File: src/rtl/rxf_pkg.sv
package rxf_pkg;
  localparam int unsigned BYTE_W = 8;
  localparam int unsigned LANES  = 4;
  localparam int unsigned WORD_W = BYTE_W * LANES;
  typedef enum logic {
    ACC_BYTE = 1'b0,
    ACC_WORD = 1'b1
  } acc_size_e;
endpackage

File: src/rtl/rxf_store.sv
module rxf_store #(
  parameter int unsigned DEPTH = 16,
  localparam int unsigned AW = $clog2(DEPTH),
  localparam int unsigned CW = $clog2(DEPTH + 1)
) (
  input  logic                       clk_i,
  input  logic                       rst_ni,
  input  logic                       push_i,
  input  logic [rxf_pkg::BYTE_W-1:0] data_i,
  input  logic [2:0]                 pop_cnt_i,
  output logic [rxf_pkg::WORD_W-1:0] peek_o,
  output logic [CW-1:0]              level_o
);
  logic [rxf_pkg::BYTE_W-1:0] mem_q [DEPTH];
  logic [AW-1:0] wr_ptr_q, rd_ptr_q;
  logic [CW-1:0] level_q;

  always_ff @(posedge clk_i) begin
    if (push_i) mem_q[wr_ptr_q] <= data_i;
  end

  always_ff @(posedge clk_i or negedge rst_ni) begin
    if (!rst_ni) begin
      wr_ptr_q <= '0;
      rd_ptr_q <= '0;
      level_q  <= '0;
    end else begin
      if (push_i) wr_ptr_q <= wr_ptr_q + AW'(1);
      rd_ptr_q <= rd_ptr_q + AW'(pop_cnt_i);
      level_q  <= level_q - CW'(pop_cnt_i) + CW'(push_i);
    end
  end

  // show-ahead lanes, zero where no byte is stored
  for (genvar k = 0; k < rxf_pkg::LANES; k++) begin : g_lane
    logic [AW-1:0] idx;
    assign idx = rd_ptr_q + AW'(k);
    assign peek_o[k*rxf_pkg::BYTE_W +: rxf_pkg::BYTE_W] =
      (level_q > CW'(k)) ? mem_q[idx] : '0;
  end

  assign level_o = level_q;
endmodule

File: src/rtl/rxf_read_ctl.sv
module rxf_read_ctl #(
  parameter int unsigned DEPTH = 16,
  localparam int unsigned CW = $clog2(DEPTH + 1)
) (
  input  logic                       rd_en_i,
  input  logic                       rd_word_i,
  input  logic                       multi_mode_i,
  input  logic [CW-1:0]              level_i,
  input  logic [rxf_pkg::WORD_W-1:0] peek_i,
  output logic [2:0]                 pop_cnt_o,
  output logic [rxf_pkg::WORD_W-1:0] rd_data_o
);
  import rxf_pkg::*;
  acc_size_e acc;
  logic      wide;

  assign acc  = acc_size_e'(rd_word_i);
  assign wide = (acc == ACC_WORD) && multi_mode_i;

  always_comb begin
    pop_cnt_o = '0;
    if (wide) begin
      rd_data_o = peek_i;
      if (rd_en_i) pop_cnt_o = (level_i >= CW'(LANES)) ? 3'(LANES) : 3'(level_i);
    end else begin
      rd_data_o = {{(WORD_W - BYTE_W){1'b0}}, peek_i[BYTE_W-1:0]};
      if (rd_en_i && level_i != '0) pop_cnt_o = 3'd1;
    end
  end
endmodule

File: src/rtl/rxf_rts_ctl.sv
module rxf_rts_ctl #(
  parameter int unsigned DEPTH = 16,
  localparam int unsigned CW = $clog2(DEPTH + 1)
) (
  input  logic          clk_i,
  input  logic          rst_ni,
  input  logic [CW-1:0] level_q_i,
  input  logic [CW-1:0] level_d_i,
  input  logic [CW-1:0] thr_lo_i,
  input  logic [CW-1:0] thr_hi_i,
  input  logic          auto_en_i,
  input  logic          go_i,
  input  logic          stop_i,
  output logic          rts_o
);
  logic cross_up, cross_dn, rts_d, rts_q;

  assign cross_up = (level_q_i < thr_hi_i) && (level_d_i >= thr_hi_i);
  assign cross_dn = (level_q_i > thr_lo_i) && (level_d_i <= thr_lo_i);

  always_comb begin
    rts_d = rts_q;
    if (stop_i)                       rts_d = 1'b1;
    else if (go_i)                    rts_d = 1'b0;
    else if (auto_en_i && cross_up)   rts_d = 1'b1;
    else if (auto_en_i && cross_dn)   rts_d = 1'b0;
  end

  always_ff @(posedge clk_i or negedge rst_ni) begin
    if (!rst_ni) rts_q <= 1'b1;
    else         rts_q <= rts_d;
  end

  assign rts_o = rts_q;
endmodule

File: src/rtl/rx_fifo_rts.sv
module rx_fifo_rts #(
  parameter int unsigned DEPTH = 16,
  localparam int unsigned CW = $clog2(DEPTH + 1)
) (
  input  logic          clk_i,
  input  logic          rst_ni,
  input  logic          rx_valid_i,
  input  logic [7:0]    rx_data_i,
  input  logic          rd_en_i,
  input  logic          rd_word_i,
  input  logic          multi_mode_i,
  output logic [31:0]   rd_data_o,
  input  logic [CW-1:0] thr_lo_i,
  input  logic [CW-1:0] thr_hi_i,
  input  logic          auto_rts_en_i,
  input  logic          rts_go_i,
  input  logic          rts_stop_i,
  input  logic          ovr_clr_i,
  output logic          rts_o,
  output logic          rx_ready_o,
  output logic          overrun_o,
  output logic [CW-1:0] level_o
);
  logic [CW-1:0] level_q, level_d;
  logic [31:0]   peek;
  logic [2:0]    pop_cnt;
  logic          full, push, ovr_q;

  assign full    = (level_q == CW'(DEPTH));
  assign push    = rx_valid_i && !full;
  assign level_d = level_q - CW'(pop_cnt) + CW'(push);

  rxf_store #(.DEPTH(DEPTH)) u_store (
    .clk_i     (clk_i),
    .rst_ni    (rst_ni),
    .push_i    (push),
    .data_i    (rx_data_i),
    .pop_cnt_i (pop_cnt),
    .peek_o    (peek),
    .level_o   (level_q)
  );

  rxf_read_ctl #(.DEPTH(DEPTH)) u_read (
    .rd_en_i      (rd_en_i),
    .rd_word_i    (rd_word_i),
    .multi_mode_i (multi_mode_i),
    .level_i      (level_q),
    .peek_i       (peek),
    .pop_cnt_o    (pop_cnt),
    .rd_data_o    (rd_data_o)
  );

  rxf_rts_ctl #(.DEPTH(DEPTH)) u_rts (
    .clk_i     (clk_i),
    .rst_ni    (rst_ni),
    .level_q_i (level_q),
    .level_d_i (level_d),
    .thr_lo_i  (thr_lo_i),
    .thr_hi_i  (thr_hi_i),
    .auto_en_i (auto_rts_en_i),
    .go_i      (rts_go_i),
    .stop_i    (rts_stop_i),
    .rts_o     (rts_o)
  );

  // new overrun wins over clear
  always_ff @(posedge clk_i or negedge rst_ni) begin
    if (!rst_ni)                 ovr_q <= 1'b0;
    else if (rx_valid_i && full) ovr_q <= 1'b1;
    else if (ovr_clr_i)          ovr_q <= 1'b0;
  end

  assign overrun_o  = ovr_q;
  assign rx_ready_o = (level_q != '0);
  assign level_o    = level_q;
endmodule

File: config.mk
export PLATFORM = sky130hd
export DESIGN_NAME = rx_fifo_rts
export DESIGN_NICKNAME = d
export VERILOG_FILES = /design/src/rtl/rxf_pkg.sv /design/src/rtl/rxf_store.sv /design/src/rtl/rxf_read_ctl.sv /design/src/rtl/rxf_rts_ctl.sv /design/src/rtl/rx_fifo_rts.sv
export SDC_FILE = /design/constraint.sdc
export NUM_CORES = 1
export LEC_CHECK = 0
export BUFFER_PORTS_ARGS = -buffer_cell sky130_fd_sc_hd__buf_2
export CAP_MARGIN = 10
export CORE_ASPECT_RATIO = 1.1
export CORE_MARGIN = 2
export CORE_UTILIZATION = 67
export CTS_CLUSTER_SIZE = 16
export DETAILED_ROUTE_END_ITERATION = 16
export GPL_TIMING_DRIVEN = 0
export PLACE_DENSITY_LB_ADDON = 0.15
export SETUP_SLACK_MARGIN = 0.4
export SLEW_MARGIN = 20
export SYNTH_ARGS = -nofsm -noshare
export SYNTH_HDL_FRONTEND = slang
export SYNTH_HIERARCHICAL = 1
export SYNTH_SLANG_ARGS = --single-unit
File: constraint.sdc
create_clock -name clk_i -period 7.8 [get_ports clk_i]
set_input_delay 1.56 -clock clk_i [delete_from_list [all_inputs] [get_ports clk_i]]
set_output_delay 1.56 -clock clk_i [all_outputs]
set_load 0.01 [all_outputs]
### After elaboration in Yosys (flattened, before gate mapping)

Memory sizes are Yosys's and may differ from the RTL's.
Index checks and enable logic that the tools add are counted.

* logic and storage cells: 52
* register bits after elaboration: 15
* bits of input ports: 28
* RAM bits: 128
* memories: 1

* add/subtract/negate cells: 7
* equality and inequality tests: 1
* magnitude comparators: 9
* reduce and logical (&&, ||, !) cells: 12
* multiplexer cells: 17

Memory list
* u_store.mem_q: words 16, bits a word 8, read ports 4, clocked after memory_dff 0, wr ports 1, RTL line rxf_store.sv:14 `logic [rxf_pkg::BYTE_W-1:0] mem_q [DEPTH];`

Operator list (number)
* 32-bit 2-to-1 mux: 1
* 8-bit 2-to-1 mux: 4
* 5-bit by 1-bit greater-than comparator with 1-bit output (second input constant): 2
* 5-bit by 2-bit greater-than comparator with 1-bit output (second input constant): 2
* 1-bit 2-to-1 mux: 9
* 3-bit 2-to-1 mux: 3
* 4-bit by 1-bit adder with 4-bit output (second input constant): 2
* 4-bit by 2-bit adder with 4-bit output (second input constant): 2
* 1-bit logical AND: 8
* 5-bit by 1-bit adder with 5-bit output: 1
* 5-bit equality test (second input constant): 1
* 5-bit by 3-bit >= comparator with 1-bit output (second input constant): 1
* 5-bit >= comparator: 1
* 5-bit greater-than comparator: 1
* 5-bit <= comparator: 1
* 5-bit less-than comparator: 1
* 5-bit nonzero test: 1
* 5-bit by 3-bit subtractor with 5-bit output: 1
* 4-bit by 3-bit adder with 4-bit output: 1
* 4-bit nonzero test: 1
* 2-bit nonzero test: 1
* 1-bit logical NOT: 1

### Depth between registers and ports, before layout

* depth in word-level cells: 13
* depth in mapped cells: 16
* mapped depth without buffers: 16

### By module

The synthesis kept the hierarchy.

By module, submodules not included
* rxf_store: cells an instance 512, instances 1, area each 8714.6 um2
* rxf_rts_ctl: cells an instance 62, instances 1, area each 519.2 um2
* rxf_read_ctl: cells an instance 43, instances 1, area each 275.3 um2
* rx_fifo_rts: cells an instance 30, instances 1, area each 257.7 um2

### Worst setup path after synthesis

OpenSTA, ideal clock, no wires.

* kind: flip-flop to output port
* from: register u_store.rd_ptr_q[1]
* to: output port rd_data_o[30]
* cell stages (with the launch flop): 11
* data required time: 6.240 ns
* arrival time: 2.721 ns
* setup slack: 3.519 ns
* path through: dfrtp_1 -> buf_4 -> buf_4 -> buf_2 -> inv_1 -> ha_1 -> xor2_4 -> buf_6 -> mux4_2 -> o22ai_1 -> and3_1

* word-level cells in the longest chain between the ends: 4

Ends and longest elaborated chain
* start: declaration: RTL line rxf_store.sv:15 `logic [AW-1:0] wr_ptr_q, rd_ptr_q;`
* start signal: assignment: RTL line rxf_store.sv:29 `rd_ptr_q <= rd_ptr_q + AW'(pop_cnt_i);`
* 4-bit by 2-bit adder with 4-bit output: RTL line rxf_store.sv:37 `assign idx = rd_ptr_q + AW'(k);`
* memory read 16 x 8 bit
* 8-bit 2-to-1 mux: RTL line rxf_store.sv:39 `(level_q > CW'(k)) ? mem_q[idx] : '0;`
* via peek[30]: RTL line rx_fifo_rts.sv:25 `logic [31:0] peek;`
* 32-bit 2-to-1 mux: RTL line rxf_read_ctl.sv:22 `if (wide) begin`
* end: declaration: RTL line rx_fifo_rts.sv:12 `output logic [31:0] rd_data_o,`

The timed path passes the listed nets, and every way through them passes these cells.

### Final worst setup path

* from: register u_store.rd_ptr_q[1]
* to: output port rd_data_o[29]

Same word-level chain as after synthesis.

==> impl_metrics.tcl <==
set metrics [dict create \
    ys_ff_latch 143 \
    die_y_um 131 \
    crit_path_max_incr_delay_ns 0.42 \
    cts_buffer_depth 2 \
    cts_sinks 143 \
    synthMuxAreaShare_pct 32.6 \
    die_w_um 119 \
    fin_ws_ns 1.90 \
    setup_tns_ns 0 \
    rsz0062_at_grt "false" \
    antenna_left 0 \
    timing.hold.ws_ns 0.536 \
    fmax_ghz 0.170 \
    firstDrtPassIters 6 \
    setup_violations 0 \
    antenna_found_initial 0 \
    yosys.cell_count.top_type "edfxtp_1" \
    syn_nets 724 \
    power.internal_uw 3050 \
    combPwrFrac_pct 65.6 \
    final_nets 810 \
    synth_top_family_by_area "multiplexers" \
    cp_max_fo 10 \
    avgSynthCellArea_um2 15.1 \
    initial_utilization_pct 68.2 \
    hpwl_um 20000 \
    synth_compound_area_share_pct 5.84 \
    cts_root_buffer "clkbuf_16" \
    hold_buffers 0 \
    syn_inst 647 \
    core_um2 14300 \
    yosys.area.top_type "edfxtp_1" \
    drc 0 \
    synth_flop_cell "edfxtp_1" \
    cts_tree "built" \
    peakVddDrop_v 0.000294 \
    worst_slew_pin_slew_ns 1.21 \
    yosys_warnings 6 \
    viasPerCell 7.54 \
    synthArstFlopShare_pct 10.5 \
    crit_top_cell "buf_2" \
    finalPower_uw 5470 \
    grt_usage_pct 38.1 \
    layout-drive-gt1-share_pct 34.6 \
    min_period_ns 5.90 \
    htree_levels 4 \
    port_buffers 67 \
    cts_made_buffers 17 \
    synth_xor_area_share_pct 2.17 \
    gp_congestion 0.995 \
    yosysSeqAreaShare_pct 43.2 \
    rows 46 \
    synthTopCellsByArea "edfxtp_1 39%, mux4_2 25%, mux2i_1 6.7%, ha_1 5.9%, dfrtp_1 3.6%" \
    antennaDiodeCount 0 \
    post-route-period-util_pct 75.6 \
    overflow 0 \
    routedWlPerCell_um 30.3 \
    grt_max_degree 17 \
    slew_violations 0 \
    dr.first_iter.drc_count 1138 \
    first_global_vias 7032 \
    dieArea_um2 15600 \
    seq_power_share_pct 19.7 \
    power_density_nw_per_um2 500 \
    dp_slack_ns 2.50 \
    crit_path_start_kind "flop" \
    post_cts_resized 0 \
    pwr-share-clk_pct 14.7 \
    wl_um 28500 \
    clock_skew_ns 0.0122 \
    grt_pass1_wl_um 42000 \
    cp.required_ns 6.24 \
    clk_pin_slew_ns 0.06 \
    critical_path.cell_chain "buf_4, buf_4, buf_2, inv_1, ha_1, buf_2, buf_2, buf_2, mux4_2, mux2i_1, o22ai_1, and3_1, buf_2" \
    slew_headroom_pct 19.1 \
    synth_commonest_cells "128 x edfxtp_1, 108 x mux4_2, 65 x mux2i_1, 46 x ha_1, 36 x inv_1" \
    post_cts_buffers 0 \
    worst-setup-path-type "flop to output pin" \
    crit_slowest_cell "dfrtp_1" \
    synth-adder-area-share_pct 6.51 \
    vias 7074 \
    status "finished, final reports clean" \
    min_path_type "flop to flop" \
    synth-edff-count 128 \
    p_leak_uw 0.00425 \
    p_sw_uw 2420 \
    hold_viol_final 0 \
    ys_types 52 \
    swShare_pct 44.3 \
    syn-cell-area_um2 9770 \
    yosys.area_share.simple_pct 4.84 \
    insertion_delay_ns 0.44 \
    synth_top_area_share_pct 39.4 \
    pin_count 68 \
    arrival_ns 4.34 \
    endpoint_kind "output pin" \
    syn_to_final_growth_pct 12.1 \
    maxCapViolCount 0 \
]
-- logic make-up after synthesis --
logic type | count (synthesis)
buf+inv | 87
compound gates | 83
xor+xnor | 19
simple gates | 89
fa+ha+maj | 49
flops | 143
mux | 177
-- stage by stage --
stage	utilization (%)	cells	area, um2
floorplan	-	647	9770
global placement	72.2	906	10300
detailed placement	72.3	906	10400
CTS	76.4	938	10900
global route	76.4	938	10900
finish	76.4	938	10900
-- sequential cells by signal, indices dropped and copies added, names as in the netlist --
signal,count
u_store/mem_q,128
u_store/rd_ptr_q,4
u_store/wr_ptr_q,4
u_store/level_o,5
overrun_o,1
u_rts/rts_o,1
-- worst max-delay path, delay by kind of cell, from the launching register on --
kind	cells	cell delay, ns
adders and majority gates	1	0.31
and+or+nand+nor	1	0.23
buffers and inverters	8	2.10
muxes	2	0.65
DFF	1	0.42
AOI/OAI and AO/OA	1	0.17
-- power groups by stage --
stage / Clock (uW) / Sequential (uW) / Combinational (uW)
2_1_floorplan: 0 / 1050 / 2510
3_3_place_gp: 0 / 1070 / 3350
3_5_place_dp: 0 / 1080 / 3450
4_1_cts: 812 / 1070 / 3480
5_1_grt: 839 / 1090 / 3730
6_report: 805 / 1070 / 3590
-- layout by cell type, fill, tap and decap left out, types with 17 or more instances in the layout --
| master | n |
|---|---|
| inv_1 | 36 |
| buf_2 | 83 |
| mux2i_1 | 65 |
| edfxtp_1 | 128 |
| ha_1 | 46 |
| a22oi_1 | 17 |
| mux4_2 | 108 |
| nor2_1 | 19 |
| clkbuf_16 | 17 |
| and3_1 | 25 |
| o22ai_1 | 24 |
| a21oi_1 | 18 |
-- cell type report --
cell class	count	area [um2]
buffer	50	329
clock buffer	18	429
clock inverter	14	156
fill	845	3380
inverter	37	139
multi-input combinational	417	5100
sequential	143	4220
tap	192	240
timing repair buffer	67	335
-- final timing paths --
kind / startpoint / depth (start not counted) / slack (ns) / end
worst max-delay path: u_store/rd_ptr_q[1] / 13 / 1.90 / rd_data_o[29]
worst min-delay path: overrun_o / 2 / 0.54 / overrun_o
worst max register to register: u_store/level_o[4] / 15 / 3.79 / u_rts/rts_o
worst min register to register: overrun_o / 2 / 0.54 / overrun_o
max in group asynchronous: rst_ni / 1 / 6.39 / u_rts/rts_o
min in group asynchronous: rst_ni / 1 / 1.07 / u_store/wr_ptr_q[0]
-- routing by layer --
layer | wire length, um | up-vias | global-route usage, %
li1 | - | 2810 | -
met1 | 9240 | 3376 | 46.9
met2 | 13300 | 702 | 60.0
met3 | 3680 | 186 | 9.68
met4 | 2250 | 0 | 27.0
met5 | 0 | - | 0
No activity file was read; power rests on OpenSTA's default activity.
